--- config.mk ---
export PLATFORM = sky130hd
export DESIGN_NAME = periph_gate_ctrl
export DESIGN_NICKNAME = d
export VERILOG_FILES = /design/src/rtl/periph_gate_pkg.sv /design/src/rtl/periph_gate_decode.sv /design/src/rtl/periph_gate_regfile.sv /design/src/rtl/periph_gate_linebank.sv /design/src/rtl/periph_gate_ctrl.sv
export SDC_FILE = /design/constraint.sdc
export NUM_CORES = 2
export LEC_CHECK = 0
export ABC_AREA = 1
export BUFFER_PORTS_ARGS = -buffer_cell sky130_fd_sc_hd__buf_2
export CELL_PAD_IN_SITES_DETAIL_PLACEMENT = 0
export CELL_PAD_IN_SITES_GLOBAL_PLACEMENT = 2
export CORE_UTILIZATION = 34
export DETAILED_ROUTE_END_ITERATION = 6
export PLACE_DENSITY = 0.79
export SETUP_SLACK_MARGIN = 0.2
export SLEW_MARGIN = 0
export SYNTH_ARGS = -nofsm -noshare
export SYNTH_HDL_FRONTEND = slang
export SYNTH_HIERARCHICAL = 1
export SYNTH_SLANG_ARGS = --single-unit
export TNS_END_PERCENT = 5
--- constraint.sdc ---
create_clock -name clk -period 3.5 [get_ports clk]
set_clock_uncertainty 0.05 [all_clocks]
set_input_delay 0.525 -clock clk [delete_from_list [all_inputs] [get_ports clk]]
set_output_delay 0.525 -clock clk [all_outputs]
set_load 0.01 [all_outputs]
--- src/rtl/periph_gate_pkg.sv ---
package periph_gate_pkg;
  localparam int WORD_W = 32;

  typedef logic [WORD_W-1:0] word_t;

  typedef enum logic [1:0] {
    KIND_NONE  = 2'd0,
    KIND_PLAIN = 2'd1,
    KIND_RST   = 2'd2,
    KIND_ENA   = 2'd3
  } slot_kind_e;
endpackage

--- src/rtl/periph_gate_decode.sv ---
module periph_gate_decode
  import periph_gate_pkg::*;
#(
  parameter int ADDR_W   = 8,
  parameter int NREGS    = 24,
  parameter int GROUPS   = 5,
  parameter int RST_BASE = 4,
  parameter int ENA_BASE = 12,
  localparam int IDX_W   = ADDR_W - 2,
  localparam int GRP_W   = (GROUPS > 1) ? $clog2(GROUPS) : 1
) (
  input  logic [ADDR_W-1:0] addr,
  output logic [IDX_W-1:0]  idx,
  output logic              in_range,
  output slot_kind_e        kind,
  output logic [GRP_W-1:0]  grp
);
  localparam logic [IDX_W-1:0] LIMIT   = IDX_W'(NREGS);
  localparam logic [IDX_W-1:0] RST_LO  = IDX_W'(RST_BASE);
  localparam logic [IDX_W-1:0] RST_HI  = IDX_W'(RST_BASE + GROUPS);
  localparam logic [IDX_W-1:0] ENA_LO  = IDX_W'(ENA_BASE);
  localparam logic [IDX_W-1:0] ENA_HI  = IDX_W'(ENA_BASE + GROUPS);

  logic [IDX_W-1:0] rel_rst;
  logic [IDX_W-1:0] rel_ena;

  // Byte offset to word index: low two bits never take part.
  assign idx      = addr[ADDR_W-1:2];
  assign in_range = (idx < LIMIT);
  assign rel_rst  = idx - RST_LO;
  assign rel_ena  = idx - ENA_LO;

  always_comb begin
    kind = KIND_PLAIN;
    grp  = '0;
    if (!in_range) begin
      kind = KIND_NONE;
    end else if (idx >= RST_LO && idx < RST_HI) begin
      kind = KIND_RST;
      grp  = rel_rst[GRP_W-1:0];
    end else if (idx >= ENA_LO && idx < ENA_HI) begin
      kind = KIND_ENA;
      grp  = rel_ena[GRP_W-1:0];
    end
  end
endmodule

--- src/rtl/periph_gate_regfile.sv ---
module periph_gate_regfile
  import periph_gate_pkg::*;
#(
  parameter int NREGS  = 24,
  parameter int IDX_W  = 6,
  localparam int SLOT_W = (NREGS > 1) ? $clog2(NREGS) : 1
) (
  input  logic             clk,
  input  logic             rst,
  input  logic             wr_ok,
  input  logic             rd_en,
  input  logic             in_range,
  input  logic [IDX_W-1:0] idx,
  input  word_t            wdata,
  output word_t            old_word,
  output word_t            rdata
);
  word_t             store [NREGS];
  logic [SLOT_W-1:0] slot;

  assign slot = idx[SLOT_W-1:0];

  // Current content of the addressed word, used for bit comparison.
  always_comb begin
    old_word = '0;
    if (in_range) old_word = store[slot];
  end

  always_ff @(posedge clk) begin
    if (rst) begin
      for (int n = 0; n < NREGS; n++) store[n] <= '0;
    end else if (wr_ok) begin
      store[slot] <= wdata;
    end
  end

  // Registered read port; sees the pre-write value on a collision.
  always_ff @(posedge clk) begin
    if (rst) begin
      rdata <= '0;
    end else if (rd_en) begin
      rdata <= in_range ? store[slot] : '0;
    end
  end
endmodule

--- src/rtl/periph_gate_linebank.sv ---
module periph_gate_linebank
  import periph_gate_pkg::*;
#(
  parameter int   GROUPS      = 5,
  parameter bit   RISE_FIRES  = 1'b0,
  parameter bit   RESET_LEVEL = 1'b1,
  localparam int  GRP_W       = (GROUPS > 1) ? $clog2(GROUPS) : 1,
  localparam int  LINES       = WORD_W * GROUPS
) (
  input  logic             clk,
  input  logic             rst,
  input  logic             hit,
  input  logic [GRP_W-1:0] grp,
  input  word_t            old_word,
  input  word_t            new_word,
  output logic [LINES-1:0] lines
);
  word_t fire;

  // One polarity per instance: rising bits set, or falling bits clear.
  generate
    if (RISE_FIRES) begin : g_rise
      assign fire = ~old_word & new_word;
    end else begin : g_fall
      assign fire = old_word & ~new_word;
    end
  endgenerate

  for (genvar g = 0; g < GROUPS; g++) begin : g_grp
    word_t q;
    logic  sel;
    assign sel = hit && (grp == GRP_W'(g));

    always_ff @(posedge clk) begin
      if (rst) begin
        q <= {WORD_W{RESET_LEVEL}};
      end else if (sel) begin
        if (RISE_FIRES) q <= q | fire;
        else            q <= q & ~fire;
      end
    end

    assign lines[g*WORD_W +: WORD_W] = q;
  end
endmodule

--- src/rtl/periph_gate_ctrl.sv ---
module periph_gate_ctrl
  import periph_gate_pkg::*;
#(
  parameter int  ADDR_W   = 8,
  parameter int  NREGS    = 24,
  parameter int  GROUPS   = 5,
  parameter int  RST_BASE = 4,
  parameter int  ENA_BASE = 12,
  localparam int LINES    = 32 * GROUPS
) (
  input  logic              clk,
  input  logic              rst,
  input  logic              wr_en,
  input  logic              rd_en,
  input  logic [ADDR_W-1:0] addr,
  input  logic [31:0]       wdata,
  output logic [31:0]       rdata,
  output logic [LINES-1:0]  rst_lines,
  output logic [LINES-1:0]  ena_lines
);
  localparam int IDX_W = ADDR_W - 2;
  localparam int GRP_W = (GROUPS > 1) ? $clog2(GROUPS) : 1;

  logic [IDX_W-1:0] idx;
  logic             in_range;
  slot_kind_e       kind;
  logic [GRP_W-1:0] grp;
  logic             wr_ok;
  word_t            old_word;

  periph_gate_decode #(
    .ADDR_W(ADDR_W), .NREGS(NREGS), .GROUPS(GROUPS),
    .RST_BASE(RST_BASE), .ENA_BASE(ENA_BASE)
  ) u_decode (
    .addr(addr), .idx(idx), .in_range(in_range), .kind(kind), .grp(grp)
  );

  assign wr_ok = wr_en && in_range;

  periph_gate_regfile #(.NREGS(NREGS), .IDX_W(IDX_W)) u_regs (
    .clk(clk), .rst(rst), .wr_ok(wr_ok), .rd_en(rd_en), .in_range(in_range),
    .idx(idx), .wdata(wdata), .old_word(old_word), .rdata(rdata)
  );

  periph_gate_linebank #(.GROUPS(GROUPS), .RISE_FIRES(1'b0), .RESET_LEVEL(1'b1)) u_rst_bank (
    .clk(clk), .rst(rst), .hit(wr_ok && kind == KIND_RST), .grp(grp),
    .old_word(old_word), .new_word(wdata), .lines(rst_lines)
  );

  periph_gate_linebank #(.GROUPS(GROUPS), .RISE_FIRES(1'b1), .RESET_LEVEL(1'b0)) u_ena_bank (
    .clk(clk), .rst(rst), .hit(wr_ok && kind == KIND_ENA), .grp(grp),
    .old_word(old_word), .new_word(wdata), .lines(ena_lines)
  );
endmodule

==> flow_summary.ini <==
[final_layout]
area_growth_pct = 18.38
finalNetCount = 7168
drive_gt1_share_pct = 12.27

[flow_run]
maxCapViolCount = 0

[global_routing]
grt_pass1_vias = 44097
grt_max_degree = 98
overflow = 0
track_usage_pct = 23.94
grt_first_pass_wirelength_um = 306600
antenna_found_initial = 16

[routing]
drt_first_pass_iters = 5
drc = 0
post_drt_via_cell_ratio = 4.814
detail_route.wirelength_um = 212800
wire_per_inst_um = 22.25
vias = 46042
ant_nets = 0
drt-initial-drc-count = 3621

[yosys]
syn_inst = 6773
ys_warn_count = 6
synth_area_mm2 = 0.05923
syn_nets = 6817
syn_area_per_cell_um2 = 8.744

[clock_tree]
numCtsBuffers = 156
cts_setup_buffers = 0
clk_latency_ps = 800
cts.path.max_buffers = 3
cts_tree = done
path_clk_slew_ps = 60
ctsResizeCount = 0
cts_num_sinks = 1376
cts_htree_levels = 4
clockRootBuffer = clkbuf_16

[worst_setup_path]
slowest_stage = nor2_1
cp_data_required_time_ps = 4170
cp-end-kind = register
max_stage_delay_ps = 400
arrival_ps = 3320
crit_top_cell = nand2_1
path_cells = buf_8 > inv_8 > buf_12 > buf_12 > nand2_1 > nand2_1 > nand2_1 > nand2_1 > nand2_1 > nand2_1 > nor2_1 > nand2_1 > nand2_1 > inv_1 > nor2_1 > nand3_1 > a21oi_1
start_kind = input port
worstPathMaxFanout = 50
crit_type = in2reg

[timing]
worst_slew_pin_slew_ps = 1176
hold_viol = 0
rsz0062_at_grt = false
drv_slew = 0
setup_viol = 0
max_freq_ghz = 0.3768
slew_headroom_pct = 21.52
fin_crit_sh_pct = 75.83
fin_setup_tns_ps = 0
post-route-min-period_ps = 2654

[die]
chipWidth_um = 419.4
ioPinCount = 396
start_util_pct = 34.37
dieHeight_um = 419.4
coreArea_mm2 = 0.1723
die_area_mm2 = 0.1759
num_rows = 152

[run_status]
status = finished, final reports clean

[power_and_ir_drop]
ir_drop_mv = 0.5284
pwr_density_cell_mw_per_mm2 = 524.2
leakagePower_nw = 30.71
finalPower_w = 0.03675

[placed_design]
gp_congestion = 0.8182
hpwl_um = 135400
portBuffers = 393

[min_path]
hp-class = in2reg
area by class of cell:
type	instances	area, um2
antenna	7	17.52
clock buffer	214	4298
clock inverter	68	556.8
fill	17340	102200
inverter	319	1215
multi-input combinational	4625	18300
sequential	1376	37800
tap	2310	2890
timing repair buffer	646	5037
worst max-delay path, delay by kind of cell:
| kind | cells | cell delay, ps |
|---|---|---|
| and+or+nand+nor | 11 | 1550 |
| buffers and inverters | 5 | 940 |
| AOI/OAI and AO/OA | 1 | 150 |
cell usage in the layout, fill, tap and decap left out, drive strengths merged:
cell            n
nand3         324
clkinvlp        1
clkinv         54
o21ai          33
diode           7
dfxtp         352
a21oi         194
clkbuf        214
edfxtp       1024
dlygate4sd3     9
nor3            9
bufinv          5
nor2          923
buf           637
nand4           1
nand2        3141
inv           327
routing by layer:
metal	vias up	wire, um	GRT usage, %	share of wire [%]
li1	22094	-	-	-
met1	22250	91060	31.73	43
met2	1414	99650	38.91	47
met3	278	15290	5.034	7.2
met4	6	6735	7.720	3.2
met5	-	48	0	0.023
final timing paths:
path,startpoint,end,slack [ps],cells after the start
worst max-delay path,addr[2],u_ena_bank/g_grp[3].q[11],850,17
worst min-delay path,wdata[1],u_regs/store[29][1],70,1
worst max register to register,u_regs/store[12][25],u_ena_bank/g_grp[0].q[25],910,13
worst min register to register,u_rst_bank/g_grp[2].q[22],u_rst_bank/g_grp[2].q[22],390,2
where the power goes:
part | internal [W] | switching, W | leakage (nW)
Sequential | 0.0180 | 0.000133 | 12.4
Combinational | 0.000712 | 0.00216 | 15.9
Clock | 0.00897 | 0.00679 | 2.37
Total | 0.0277 | 0.00908 | 30.7
flip-flops by register name, summed over array words and instances (netlist names):
name and flops:
u_rst_bank/g_grp.q 160, u_ena_bank/g_grp.q 160, u_regs/store 1024, u_regs/rdata 32
per-stage QoR:
step | utilization, % | setup WS (ps) | cells | cell area [um2] | hold WS [ps]
CTS | 40.68 | 902.7 | 9558 | 70090 | 0.2394
detailed placement | 37.81 | 51.20 | 9267 | 65150 | 380.1
finish | 40.69 | 845.8 | 9565 | 70110 | 66.39
global placement | 37.81 | 53.47 | 9267 | 65150 | 374.4
global route | 40.68 | 699.0 | 9561 | 70100 | 28.49
floorplan | - | 84.92 | 6773 | 59230 | 419.3
timing repair:
action,CTS,global route
setup endpoints to repair,0,0
hold buffers,9,0
hold endpoints to repair,56,0
Power figures use the tool's default switching activity.
